===== src/rtl/pwmTimerPkg.sv =====
package pwmTimerPkg;
  localparam int PS_W  = 3;
  localparam int RUN_W = 2;
  localparam int CFG_W = 4;
  localparam int PRE_W = (1 << PS_W) - 1;

  localparam logic [CFG_W-1:0] CFG_EDGE_NORMAL   = 4'b1010;
  localparam logic [CFG_W-1:0] CFG_EDGE_INVERTED = 4'b1001;

  typedef struct packed {
    logic            run;
    logic [PS_W-1:0] prescale;
  } timerCtrlT;
endpackage


===== src/rtl/pwmRegCtrl.sv =====
module pwmRegCtrl
  import pwmTimerPkg::*;
#(
  parameter int NUM_CH = 4,
  parameter int CNT_W  = 16,
  parameter int DATA_W = 32,
  parameter int ADDR_W = 4
) (
  input  logic                    clk,
  input  logic                    rst,
  input  logic                    busWrEn,
  input  logic [ADDR_W-1:0]       busAddr,
  input  logic [DATA_W-1:0]       busWrData,
  output logic [DATA_W-1:0]       busRdData,
  input  logic                    periodEnd,
  input  logic [CNT_W-1:0]        cntValue,
  output timerCtrlT               ctlBus,
  output logic                    modWr,
  output logic [CNT_W-1:0]        activeMod,
  output logic [NUM_CH*CNT_W-1:0] activeCmp,
  output logic [NUM_CH*CFG_W-1:0] chCfg
);
  localparam int ADDR_CTRL = 0;
  localparam int ADDR_MOD  = 1;
  localparam int ADDR_CNT  = 2;
  localparam int CFG_BASE  = 4;
  localparam int CMP_BASE  = CFG_BASE + NUM_CH;

  logic [RUN_W-1:0] runMode;
  logic [PS_W-1:0]  psSel;
  logic [CNT_W-1:0] modBuf;
  logic             ctrlWr;
  logic             loadNow;

  assign ctrlWr  = busWrEn && (busAddr == ADDR_W'(ADDR_CTRL));
  assign modWr   = busWrEn && (busAddr == ADDR_W'(ADDR_MOD));
  // A write reaches the active copy directly when stopped or on the wrap cycle
  assign loadNow = !ctlBus.run || periodEnd;

  assign ctlBus.run      = |runMode;
  assign ctlBus.prescale = psSel;

  always_ff @(posedge clk) begin
    if (rst) begin
      runMode   <= '0;
      psSel     <= '0;
      modBuf    <= '0;
      activeMod <= '0;
    end else begin
      if (ctrlWr) begin
        runMode <= busWrData[RUN_W-1:0];
        psSel   <= busWrData[RUN_W +: PS_W];
      end
      if (periodEnd) activeMod <= modBuf;
      if (modWr) begin
        modBuf <= busWrData[CNT_W-1:0];
        if (loadNow) activeMod <= busWrData[CNT_W-1:0];
      end
    end
  end

  logic [CNT_W-1:0] cmpAct [NUM_CH];
  logic [CFG_W-1:0] cfgReg [NUM_CH];

  for (genvar i = 0; i < NUM_CH; i++) begin : gChan
    logic             cmpWr;
    logic             cfgWr;
    logic [CNT_W-1:0] cmpBuf;

    assign cmpWr = busWrEn && (busAddr == ADDR_W'(CMP_BASE + i));
    assign cfgWr = busWrEn && (busAddr == ADDR_W'(CFG_BASE + i));

    always_ff @(posedge clk) begin
      if (rst) begin
        cmpBuf    <= '0;
        cmpAct[i] <= '0;
        cfgReg[i] <= '0;
      end else begin
        if (cfgWr) cfgReg[i] <= busWrData[CFG_W-1:0];
        if (periodEnd) cmpAct[i] <= cmpBuf;
        if (cmpWr) begin
          cmpBuf <= busWrData[CNT_W-1:0];
          if (loadNow) cmpAct[i] <= busWrData[CNT_W-1:0];
        end
      end
    end

    assign activeCmp[i*CNT_W +: CNT_W] = cmpAct[i];
    assign chCfg[i*CFG_W +: CFG_W]     = cfgReg[i];
  end

  always_comb begin
    busRdData = '0;
    if (busAddr == ADDR_W'(ADDR_CTRL)) busRdData = DATA_W'({psSel, runMode});
    if (busAddr == ADDR_W'(ADDR_MOD))  busRdData = DATA_W'(activeMod);
    if (busAddr == ADDR_W'(ADDR_CNT))  busRdData = DATA_W'(cntValue);
    for (int i = 0; i < NUM_CH; i++) begin
      if (busAddr == ADDR_W'(CFG_BASE + i)) busRdData = DATA_W'(cfgReg[i]);
      if (busAddr == ADDR_W'(CMP_BASE + i)) busRdData = DATA_W'(cmpAct[i]);
    end
  end
endmodule


===== src/rtl/pwmCountPath.sv =====
module pwmCountPath
  import pwmTimerPkg::*;
#(
  parameter int NUM_CH = 4,
  parameter int CNT_W  = 16
) (
  input  logic                    clk,
  input  logic                    rst,
  input  timerCtrlT               ctlBus,
  input  logic [CNT_W-1:0]        activeMod,
  input  logic [NUM_CH*CNT_W-1:0] activeCmp,
  input  logic [NUM_CH*CFG_W-1:0] chCfg,
  output logic [CNT_W-1:0]        cntValue,
  output logic                    periodEnd,
  output logic [NUM_CH-1:0]       pwmOut
);
  logic [PRE_W-1:0] preCnt;
  logic [PRE_W-1:0] preMask;
  logic             tick;

  // Low PS bits of the free-running divider all ones marks a count step
  assign preMask   = ~({PRE_W{1'b1}} << ctlBus.prescale);
  assign tick      = ctlBus.run && ((preCnt & preMask) == preMask);
  assign periodEnd = tick && (cntValue >= activeMod);

  always_ff @(posedge clk) begin
    if (rst) begin
      preCnt   <= '0;
      cntValue <= '0;
    end else begin
      preCnt <= ctlBus.run ? preCnt + 1'b1 : '0;
      if (tick) cntValue <= periodEnd ? '0 : cntValue + 1'b1;
    end
  end

  for (genvar i = 0; i < NUM_CH; i++) begin : gOut
    logic [CFG_W-1:0] cfg;
    logic             rawHigh;

    assign cfg     = chCfg[i*CFG_W +: CFG_W];
    assign rawHigh = cntValue < activeCmp[i*CNT_W +: CNT_W];

    always_comb begin
      unique case (cfg)
        CFG_EDGE_NORMAL:   pwmOut[i] = rawHigh;
        CFG_EDGE_INVERTED: pwmOut[i] = !rawHigh;
        default:           pwmOut[i] = 1'b0;
      endcase
    end
  end
endmodule


===== src/rtl/pwmTimer.sv =====
module pwmTimer
  import pwmTimerPkg::*;
#(
  parameter int NUM_CH = 4,
  parameter int CNT_W  = 16,
  parameter int DATA_W = 32,
  parameter int ADDR_W = 4
) (
  input  logic              clk,
  input  logic              rst,
  input  logic              busWrEn,
  input  logic [ADDR_W-1:0] busAddr,
  input  logic [DATA_W-1:0] busWrData,
  output logic [DATA_W-1:0] busRdData,
  output logic [NUM_CH-1:0] pwmOut
);
  timerCtrlT               ctlBus;
  logic                    modWr;
  logic                    periodEnd;
  logic [CNT_W-1:0]        cntValue;
  logic [CNT_W-1:0]        activeMod;
  logic [NUM_CH*CNT_W-1:0] activeCmp;
  logic [NUM_CH*CFG_W-1:0] chCfg;

  pwmRegCtrl #(
    .NUM_CH(NUM_CH), .CNT_W(CNT_W), .DATA_W(DATA_W), .ADDR_W(ADDR_W)
  ) uCtrl (
    .clk(clk), .rst(rst),
    .busWrEn(busWrEn), .busAddr(busAddr), .busWrData(busWrData),
    .busRdData(busRdData),
    .periodEnd(periodEnd), .cntValue(cntValue),
    .ctlBus(ctlBus), .modWr(modWr),
    .activeMod(activeMod), .activeCmp(activeCmp), .chCfg(chCfg)
  );

  pwmCountPath #(
    .NUM_CH(NUM_CH), .CNT_W(CNT_W)
  ) uPath (
    .clk(clk), .rst(rst),
    .ctlBus(ctlBus), .activeMod(activeMod), .activeCmp(activeCmp),
    .chCfg(chCfg),
    .cntValue(cntValue), .periodEnd(periodEnd), .pwmOut(pwmOut)
  );
endmodule


===== config.mk =====
export PLATFORM = sky130hd
export DESIGN_NAME = pwmTimer
export DESIGN_NICKNAME = d
export VERILOG_FILES = /design/src/rtl/pwmTimerPkg.sv /design/src/rtl/pwmRegCtrl.sv /design/src/rtl/pwmCountPath.sv /design/src/rtl/pwmTimer.sv
export SDC_FILE = /design/constraint.sdc
export NUM_CORES = 1
export LEC_CHECK = 0
export CORE_ASPECT_RATIO = 0.5
export CORE_MARGIN = 5
export CORE_UTILIZATION = 33
export CTS_CLUSTER_SIZE = 20
export DETAILED_ROUTE_END_ITERATION = 8
export GPL_TIMING_DRIVEN = 0
export MAX_ROUTING_LAYER = met4
export PLACE_DENSITY = 0.54
export SKIP_CTS_REPAIR_TIMING = 1
export SYNTH_ARGS = -nofsm -noshare
export SYNTH_HDL_FRONTEND = slang
export SYNTH_SLANG_ARGS = --single-unit
export TNS_END_PERCENT = 1

===== constraint.sdc =====
create_clock -name clk -period 3.95 [get_ports clk]
set_clock_uncertainty 0.15 [all_clocks]
set_input_delay 1.185 -clock clk [delete_from_list [all_inputs] [get_ports clk]]
set_output_delay 1.185 -clock clk [all_outputs]
set_load 0.01 [all_outputs]

======== Word-level counts from Yosys, hierarchy flattened ========
Memory sizes are Yosys's and may differ from the RTL's.
Cells that the tools add are included.
word-level totals
  register bits after elaboration ......... 124
  memories kept ........................... 2
  bits in latches ......................... 0
  input port bits ......................... 39
  RAM bits ................................ 80
  word-level logic and storage cells ...... 136
  memory bits (read-only) ................. 0
  output and inout port bits .............. 36
memory list
  memory        depth  width  rd ports  clocked after memory_dff  write ports  line              source
  uCtrl.cmpAct  4      16     4         0                         4            pwmRegCtrl.sv:62  logic [CNT_W-1:0] cmpAct [NUM_CH];
  uCtrl.cfgReg  4      4      4         0                         4            pwmRegCtrl.sv:63  logic [CFG_W-1:0] cfgReg [NUM_CH];
cells by class
  shift operators ......................... 1
  add/subtract/negate cells ............... 2
  reductions and logical operators ........ 21
  magnitude comparators ................... 5
  div/mod/pow operators ................... 0
  multiply operators ...................... 0
  multiplexer cells ....................... 61
  eq/ne operators ......................... 19
  bitwise operators ....................... 15
operators with widths
  cell                                                               number
  16-bit 2-to-1 mux                                                  22
  16-bit less-than comparator                                        4
  4-bit == test, second input constant                               12
  1-bit 2-to-1 mux                                                   30
  16-bit by 1-bit adder with 16-bit output, second input constant    1
  4-bit by 3-bit == test with 1-bit output, second input constant    4
  16-bit greater-or-equal comparator                                 1
  4-bit 2-to-1 mux                                                   4
  1-bit logical AND                                                  12
  1-bit OR                                                           12
  1-bit one-hot mux with 2 select lines                              4
  7-bit by 1-bit adder with 7-bit output, second input constant      1
  7-bit AND                                                          1
  7-bit == test                                                      1
  7-bit inverter                                                     1
  7-bit by 3-bit << shifter with 7-bit output, first input constant  1
  1-bit logical NOT                                                  5
  5-bit 2-to-1 mux                                                   1
  4-bit by 1-bit == test with 1-bit output, second input constant    1
  4-bit by 2-bit == test with 1-bit output, second input constant    1
  4-bit logical NOT                                                  1
  2-bit OR reduction                                                 2
  1-bit logical OR                                                   1
  1-bit inverter                                                     1

======== Depth between registers and ports, before layout ========
Gate-level depths: netlist of run 1.
  word-level depth ........................ 12
  depth in mapped cells ................... 11
  mapped depth without buffers ............ 8

======== By module ========
From an unflattened synthesis of run 1, not the netlist that was laid out.
second synthesis, totals
  cells, all modules ...................... 1337
  area, all modules ....................... 11652.4 µm²
by module, submodules not included
  module        cells each  area an instance (µm²)  instances  seq. area each (µm²)
  pwmRegCtrl    927         8396.8                  1          4424.2
  pwmCountPath  410         3255.6                  1          460.4

======== Worst setup path after synthesis of run 1 ========
No wires, ideal clock.
  path kind ............................... input -> output
  start point ............................. input port busAddr[2]
  end point ............................... output port busRdData[0]
  path slack .............................. 0.201 ns
  cell stages on the path ................. 7
  arrival ................................. 2.414 ns
  buffers on the path ..................... 1
  cells stage by stage .................... clkbuf_1 > mux2i_1 > nor4_1 > a221o_1 > o22ai_1 > a21oi_1 > a221o_1
on the way
  cells in the longest elaborated chain, start to end .. 12
  elaborated cells on any way between the ends .. 22
  those cells by class .................... eq/ne (10); mux (11); reduce/logical (1)
RTL lines
  item                   line              source
  start: declaration     pwmTimer.sv:12    input logic [ADDR_W-1:0] busAddr,
  4-bit logical NOT      pwmRegCtrl.sv:94  if (busAddr == ADDR_W'(ADDR_CTRL)) busRdData = DATA_W'({psSel, runMode});
  5-bit 2-to-1 mux       pwmRegCtrl.sv:94
  16-bit 2-to-1 mux      pwmRegCtrl.sv:95  if (busAddr == ADDR_W'(ADDR_MOD)) busRdData = DATA_W'(activeMod);
  16-bit 2-to-1 mux      pwmRegCtrl.sv:96  if (busAddr == ADDR_W'(ADDR_CNT)) busRdData = DATA_W'(cntValue);
  16-bit 2-to-1 mux      pwmRegCtrl.sv:98  if (busAddr == ADDR_W'(CFG_BASE + i)) busRdData = DATA_W'(cfgReg[i]);
  16-bit 2-to-1 mux      pwmRegCtrl.sv:99  if (busAddr == ADDR_W'(CMP_BASE + i)) busRdData = DATA_W'(cmpAct[i]);
  16-bit 2-to-1 mux      pwmRegCtrl.sv:98
  16-bit 2-to-1 mux      pwmRegCtrl.sv:99
  16-bit 2-to-1 mux      pwmRegCtrl.sv:98
  16-bit 2-to-1 mux      pwmRegCtrl.sv:99
  16-bit 2-to-1 mux      pwmRegCtrl.sv:98
  16-bit 2-to-1 mux (*)  pwmRegCtrl.sv:99
  end: declaration       pwmTimer.sv:14    output logic [DATA_W-1:0] busRdData,
Mark *: on every way between the ends. The rest lies on a longest branch, timed or not.

==> run metrics, run 1 <==
Sum Neg Setup Slack -0.596 ns; cell row count 47; cell area after synthesis 11300 sq um; DRC Markers 0; Via density 5.65; Die Height 141 um; Nets 1468; commonest non-fill, non-tap cell in the layout nand2_1; Gate Count Post-Synth 1244; detailed-route via count 10200; dominant synthesized flop cell dfxtp_1; Worst Hold Class register to register; Detailed Route WL 42300 um; CP Launch Type register; CP max FO 3; Comb pwr share 10.7%; CP Class register to output pin; worst-case hold slack 0.308 ns; Post-synth EDFFs 80; # H-tree levels 1; maximum root-to-sink buffer count 3; HPWL after detailed placement 32500 um; Slew Limit Fails 0; Avg Synthesized Cell Area 9.09 sq um; CTS Buf Count 22; most frequent cells in the layout nand2_1, dfxtp_1, a21oi_1, edfxtp_1, inv_1; highest-delay cell along the critical path edfxtp_1; CP cell instances inv_1 > ha_1 > o41ai_2 > a21oi_2 > a2111oi_4 > mux2_4 > dlymetal6s2s_1; pre-CTS setup slack -1.36 ns; peak supply drop 0.255 mV; root buf cell clkbuf_16; overall global routing resource usage 21.4%; Yosys warning total 0; RSZ-0062 raised after global routing true; pin count of the biggest net entering global routing 17; MaxCap Viol Count 0; first-pass GRT wire length 60600 um; fill count 3272; Final Cycle Share 104%; Max transition margin 35.3%; synth-to-layout area growth 22.3%; vias in the first global route 9358; CTS tree done; Tmin final 4.11 ns; Max Fclk 244 MHz; power per cell area 361 nW/um^2; fraction of registers with async set or reset after synthesis 0%; Setup-failing EPs final 5; top cell type's share of synthesized area 22.0%; Distinct cells, synth 53; critical path capture point type output pin; drt initial violations 1308; Core Area 33400 sq um; fin worst setup slack -0.155 ns; initial core utilization 33.8%; initial antenna violation count 1; sinks on the clock net 204; Clock Pin Slew Worst Setup and Hold Paths 0.06 ns; die width 272 um; Ports 75; input/output buffers 41; Critical Path AT 2.77 ns; failing checks negative setup slack; sw frac 26.3%; Psw 1.31 mW; clock latency on the worst-skew pair 0.54 ns; antenna viol nets, final 0; LEAKAGE 5.35 nW; Worst Max-Slew Pin Slew 0.967 ns; Seq/Total Area, Yosys 43.2%; Pre-Repair DR Iteration Count 5; post-synth top area cell dfxtp_1; Wirelength per Cell 23.4 um; cell internal pwr 3.68 mW; Crit path largest cell delay 0.48 ns; total congestion overflow 0; Fin. Hold Viols 0; fraction of layout cells with a size suffix above 1 15.2%; die area 38300 sq um; Final Wtd Congestion 0.984; Sequential Power Share 46.3%; status finished with violations; Clk pwr share 42.9%; top post-synthesis cells by area dfxtp_1, edfxtp_1, ha_1; Synth Register Bits 204; Worst EP required 2.61 ns
## worst paths after layout
kind	start	end	slack, ns	cells after the start
setup reg to reg	uPath.cntValue[0]	uCtrl.cmpAct[1][16]	0.15	10
hold / removal	uCtrl.gChan[1].cmpBuf[8]	uCtrl.gChan[1].cmpBuf[8]	0.31	2
hold reg to reg	uCtrl.gChan[1].cmpBuf[8]	uCtrl.gChan[1].cmpBuf[8]	0.31	2
setup / recovery	uCtrl.cmpAct[0][23]	pwmOut[1]	-0.16	7
## flip-flops by register name (all words and copies together) (netlist names)
signal,count
uPath.preCnt,7
uCtrl.runMode,2
uCtrl.modBuf,16
uCtrl.cmpAct,64
uCtrl.cfgReg,16
uPath.cntValue,16
uCtrl.activeMod,16
uCtrl.psSel,3
uCtrl.gChan.cmpBuf,64
## metrics by stage
stage                     cells  total power [mW]  area (sq um)  util, %
after floorplan            1259              2.61         11400        -
final                      1809              4.99         13800     41.4
after global placement     1741              2.83         12300     36.9
after CTS                  1781              4.97         13100     39.1
after global routing       1809              5.16         13800     41.4
after detailed placement   1741              2.84         12300     36.9
## worst max-delay path, delay by kind of cell (launching register included)
kind	cells	cell delay, ns
buffers and inverters	2	0.26
DFF	1	0.48
muxes	1	0.33
adders and majority gates	1	0.24
AOI/OAI and AO/OA	3	0.93
## kinds of logic after synthesis
| family | Yosys count | synth area share, % |
|---|---|---|
| multiplexers | 13 | 1.18 |
| buffers and inverters | 184 | 7.13 |
| other | 1 | 0.0332 |
| AO/OA/AOI/OAI | 331 | 21.1 |
| flip-flops | 204 | 43.2 |
| XOR/XNOR | 16 | 1.24 |
| adder cells (fa/ha/maj) | 78 | 8.63 |
| AND/OR/NAND/NOR | 417 | 17.5 |
## Yosys cell counts, types with 3 or more instances
library cell	count
nor4_4	4
a32o_1	64
nor2_1	77
dfxtp_1	124
buf_2	11
edfxtp_1	80
and2_1	18
nor2b_1	22
nand3_1	24
a22oi_1	37
nand2b_1	7
nor3b_1	6
a21oi_1	113
a211oi_1	7
mux2_2	3
nor3_1	16
nor4bb_1	6
o211ai_1	19
nor4_1	7
and3_1	8
nand2_1	194
o22ai_1	6
o41ai_1	4
inv_1	84
a21o_1	17
o221a_2	16
nand4_1	18
ha_1	78
xnor2_1	15
buf_4	17
clkbuf_1	58
or3_1	3
buf_1	9
buf_6	5
mux2i_1	10
a221o_1	5
o21ai_0	30
## area by class of cell
| cell class | count | area [sq um] | area share [%] |
|---|---|---|---|
| inverter | 84 | 315 | 2.28 |
| timing repair buffer | 68 | 653 | 4.73 |
| clock buffer | 35 | 672 | 4.86 |
| antenna | 1 | 2.50 | 0.0181 |
| buffer | 100 | 561 | 4.06 |
| tap | 441 | 552 | 3.99 |
| multi-input combinational | 871 | 6070 | 43.9 |
| clock inverter | 5 | 78.8 | 0.570 |
| sequential | 204 | 4920 | 35.6 |
## routing by layer
metal / up-vias / global-route usage (%) / part of all wire [%]
met4: 0 / 3.27 / 1.9
met2: 433 / 30.9 / 42
met5: - / - / 0
li1: 4708 / - / -
met3: 48 / 5.31 / 9.3
met1: 5033 / 31.0 / 47
## power by group through the flow
stage                     sequential [mW]  clock [mW]  combinational, mW
after floorplan                      2.32           0              0.289
after global placement               2.36           0              0.474
after detailed placement             2.36           0              0.480
after CTS                            2.31        2.17              0.483
after global routing                 2.31        2.27              0.572
final                                2.31        2.14              0.536
Power figures use the tool's default switching activity.
==> inputs of run 2 (changes only) <==
--- a/config.mk
+++ b/config.mk
@@ -8,11 +8,12 @@
 export CORE_ASPECT_RATIO = 0.5
 export CORE_MARGIN = 5
 export CORE_UTILIZATION = 33
-export CTS_CLUSTER_SIZE = 20
+export CTS_CLUSTER_DIAMETER = 80
 export DETAILED_ROUTE_END_ITERATION = 8
+export DONT_BUFFER_PORTS = 1
 export GPL_TIMING_DRIVEN = 0
 export MAX_ROUTING_LAYER = met4
-export PLACE_DENSITY = 0.54
+export PLACE_DENSITY = 0.51
 export SKIP_CTS_REPAIR_TIMING = 1
 export SYNTH_ARGS = -nofsm -noshare
 export SYNTH_HDL_FRONTEND = slang
==> run metrics, run 2 (synthesized netlist as in run 1, its figures left out) <==
Worst Max-Slew Pin Slew 1.01 ns; MaxCap Viol Count 0; Setup-failing EPs final 4; Max transition margin 33.0%; critical path capture point type output pin; total congestion overflow 0; Tmin final 4.06 ns; Sequential Power Share 47.0%; Final Cycle Share 103%; placed insts 1702; CTS Buf Count 22; Wirelength per Cell 22.8 um; Pre-Repair DR Iteration Count 6; HPWL after detailed placement 30500 um; Critical Path AT 2.72 ns; initial antenna violation count 0; maximum root-to-sink buffer count 3; highest-delay cell along the critical path nor3_4; antenna cell count 0; sinks on the clock net 204; Fin. Hold Viols 0; Final Wtd Congestion 0.941; Clock Pin Slew Worst Setup and Hold Paths 0.06 ns; antenna viol nets, final 0; Die Height 141 um; Finished Layout Cells 1743; overall global routing resource usage 20.5%; CP Class primary input to output pin; drt initial violations 1046; Nets 1403; die area 38300 sq um; vias in the first global route 9367; most frequent cells in the layout nand2_1, a21oi_1, dfxtp_1, inv_1, edfxtp_1; synth-to-layout area growth 14.0%; die width 272 um; CP Launch Type primary input; Clk pwr share 44.0%; pre-CTS setup slack -0.631 ns; failing checks negative setup slack; top flop regs uCtrl.cmpAct: 64 flops, uCtrl.gChan.cmpBuf: 64 flops; CP cell instances buf_2 > nand2b_2 > nor3_4 > a221o_1 > o22ai_1 > a21oi_1 > a221o_1; RSZ-0062 raised after global routing true; Detailed Route WL 39800 um; Psw 1.25 mW; CP max FO 10; clock latency on the worst-skew pair 0.53 ns; fraction of layout cells with a size suffix above 1 11.4%; Comb pwr share 9.0%; first-pass GRT wire length 58600 um; # H-tree levels 1; Worst EP required 2.61 ns; Worst Hold Class register to register; Max Fclk 246 MHz; cell row count 47; detailed-route via count 9984; pin count of the biggest net entering global routing 17; fin worst setup slack -0.110 ns; commonest non-fill, non-tap cell in the layout nand2_1; Sum Neg Setup Slack -0.186 ns; cell mode on critical path a221o_1; Crit path largest cell delay 0.31 ns; DRC Markers 0; cell internal pwr 3.62 mW; root buf cell clkbuf_16; peak supply drop 0.236 mV; sw frac 25.6%; Via density 5.73; worst-case hold slack 0.307 ns; power per cell area 378 nW/um^2; Core Area 33400 sq um; input/output buffers 0; status finished with violations; initial core utilization 33.8%; Ports 75; CTS tree done; LEAKAGE 4.73 nW; Slew Limit Fails 0
-- run 2: power groups by stage --
stage / clock network [mW] / logic (mW) / registers, mW
6_report: 2.14 / 0.439 / 2.29
4_1_cts: 2.16 / 0.423 / 2.29
3_3_place_gp: 0 / 0.413 / 2.33
5_1_grt: 2.25 / 0.475 / 2.29
3_5_place_dp: 0 / 0.421 / 2.34
2_1_floorplan: 0 / 0.289 / 2.32
-- run 2: area by class of cell --
cell class                      instances  area (sq um)
Buffer                                 99           502
Clock buffer                           28           624
Clock inverter                         12           105
Fill cell                            3369         20500
Inverter                               84           315
Multi-Input combinational cell        871          5840
Sequential cell                       204          4920
Tap cell                              441           552
Timing Repair Buffer                    4          30.0
-- run 2: critical path, delay by kind of cell --
kind / cells / cell delay, ns
simple gates: 2 / 0.60
compound gates: 4 / 0.76
buf+inv: 1 / 0.17
-- run 2: worst paths after layout --
kind | depth (start not counted) | slack, ns | to | startpoint
max | 7 | -0.11 | busRdData[0] | busAddr[1]
min | 2 | 0.31 | uCtrl.modBuf[4] | uCtrl.modBuf[4]
max reg2reg | 9 | 0.12 | uCtrl.cmpAct[0][27] | uPath.cntValue[13]
min reg2reg | 2 | 0.31 | uCtrl.modBuf[4] | uCtrl.modBuf[4]
-- run 2: layer usage --
| metal | track usage, % | part of all wire [%] | vias to the layer above |
|---|---|---|---|
| li1 | - | - | 4573 |
| met1 | 28.0 | 45 | 4930 |
| met2 | 31.9 | 45 | 418 |
| met3 | 3.72 | 7.3 | 63 |
| met4 | 5.25 | 2.3 | 0 |
| met5 | - | 0 | - |
-- run 2: per-stage QoR --
step | total power, mW | utilization, % | area [sq um]
floorplan | 2.61 | - | 11400
global placement | 2.75 | 35.7 | 11900
global route | 5.02 | 38.6 | 12900
finish | 4.86 | 38.6 | 12900
CTS | 4.87 | 37.9 | 12700
detailed placement | 2.76 | 35.7 | 11900
==> inputs of run 3 (changes only) <==
--- a/config.mk
+++ b/config.mk
@@ -5,15 +5,14 @@
 export SDC_FILE = /design/constraint.sdc
 export NUM_CORES = 1
 export LEC_CHECK = 0
-export CORE_ASPECT_RATIO = 0.5
+export CORE_ASPECT_RATIO = 0.7
 export CORE_MARGIN = 5
 export CORE_UTILIZATION = 33
 export CTS_CLUSTER_DIAMETER = 80
 export DETAILED_ROUTE_END_ITERATION = 8
-export DONT_BUFFER_PORTS = 1
 export GPL_TIMING_DRIVEN = 0
 export MAX_ROUTING_LAYER = met4
-export PLACE_DENSITY = 0.51
+export PLACE_DENSITY = 0.54
 export SKIP_CTS_REPAIR_TIMING = 1
 export SYNTH_ARGS = -nofsm -noshare
 export SYNTH_HDL_FRONTEND = slang
==> run metrics, run 3 (synthesized netlist as in run 1, its figures left out) <==
top flop regs uCtrl.cmpAct: 64 flops, uCtrl.gChan.cmpBuf: 64 flops; cell mode on critical path a221o_1; Max transition margin 31.7%; CP top delay family compound AO/OA/AOI/OAI gates; placed inst area 12300 sq um; Pre-Repair DR Iteration Count 7; drt initial violations 1228; failing checks negative setup slack; placed insts 1735; detailed-route via count 9919; Design Area, Final 13600 sq um; input/output buffers 41; Worst EP required 2.61 ns; CP cell instances buf_8 > buf_6 > nand2b_4 > nor3_4 > a221o_1 > o22ai_2 > a21oi_2 > a221o_1 > buf_2; sinks on the clock net 204; fraction of layout cells with a size suffix above 1 14.7%; Wirelength per Cell 21.7 um; Max Fclk 245 MHz; Worst Hold Class register to register; antenna cell count 0; Crit path largest cell delay 0.34 ns; Fin. Hold Viols 0; critical path buffer and inverter count 3; commonest non-fill, non-tap cell in the layout nand2_1; Final Cycle Share 103%; hold worst-path end uCtrl.modBuf[7]; status finished with violations; Slew Limit Fails 0; Clock Pin Slew Worst Setup and Hold Paths 0.06 ns; LEAKAGE 5.28 nW; Die Height 165 um; Detailed Route WL 38800 um; most frequent cells in the layout nand2_1, dfxtp_1, a21oi_1, inv_1, edfxtp_1; die area 38100 sq um; Final Wtd Congestion 0.954; CTS Buf Count 21; peak supply drop 0.285 mV; first-pass GRT wire length 56500 um; Setup-failing EPs final 8; critical path capture point type output pin; CTS tree done; Via density 5.54; area occupied by multi-input gates 5990 sq um; Final Core Density 40.5%; overall global routing resource usage 20.1%; fill count 3383; Nets 1459; initial core utilization 33.6%; root buf cell clkbuf_16; Seq. cell area 4930 sq um; highest-delay cell along the critical path nor3_4; Critical Path AT 2.75 ns; vias in the first global route 9054; power per cell area 360 nW/um^2; worst reg2reg path endpoint uCtrl.cmpAct[0][4]; antenna viol nets, final 0; wire length on met2 15200 um; fin worst setup slack -0.136 ns; met1 WL 19300 um; maximum root-to-sink buffer count 3; CP Class primary input to output pin; cell row count 56; DRC Markers 0; flop2flop setup slack 0.33 ns; CP max FO 5; hold path start uCtrl.modBuf[7]; metal3 WL 3680 um; MaxCap Viol Count 0; pin count of the biggest net entering global routing 17; Worst R2R Path Depth 9; hold depth 2; Core Area 33600 sq um; clock latency on the worst-skew pair 0.52 ns; synth-to-layout area growth 20.5%; HPWL after detailed placement 29500 um; top sig layer met4; # H-tree levels 1; Tmin final 4.09 ns; RSZ-0062 raised after global routing true; Worst Max-Slew Pin Slew 1.02 ns; initial antenna violation count 0; Design Power 4.91 mW; Sum Neg Setup Slack -0.389 ns; total congestion overflow 0; Finished Layout Cells 1791; r2r startpoint uPath.cntValue[0]; die width 231 um; Ports 75; CP Launch Type primary input
-- run 3: final cells by class --
cell class	count	area share (%)
clock buffer	28	4.42
buffer	99	4.11
clock inverter	9	0.753
tap	435	3.99
sequential	204	36.1
timing repair buffer	61	4.29
multi-input combinational	871	44.0
inverter	84	2.31
-- run 3: worst min-delay path, stage by stage (launching register included) --
cell	delay (ns)
dfxtp_1	0.31
nand2_1	0.05
a21oi_1	0.05
-- run 3: through the flow --
step                worst slack (ns)  hold slack [ns]
floorplan                      0.201            0.286
finish                        -0.136            0.307
global route                  -0.216            0.322
CTS                            -1.47            0.307
global placement               -1.50            0.291
detailed placement             -1.47            0.298
-- run 3: how the worst max path moves through the flow --
stage	startpoint	to	slack, ns	cells after the start
after global placement	busAddr[0]	busRdData[4]	-1.50	8
after floorplan	busAddr[2]	busRdData[0]	0.20	7
after CTS	busAddr[0]	busRdData[4]	-1.47	8
after global routing	busAddr[1]	busRdData[0]	-0.22	9
after detailed placement	busAddr[0]	busRdData[4]	-1.47	8
final	busAddr[1]	busRdData[0]	-0.14	9
-- run 3: layer usage --
layer | up-vias | global-route usage, %
met5 | - | -
met4 | 0 | 3.56
met3 | 45 | 4.97
li1 | 4682 | -
met1 | 4743 | 30.9
met2 | 449 | 26.5
-- run 3: power breakdown --
group	leakage [nW]	switching (mW)	internal, mW
sequential	1.83	0.0482	2.24
clock	0.352	0.894	1.21
combinational	3.09	0.342	0.178
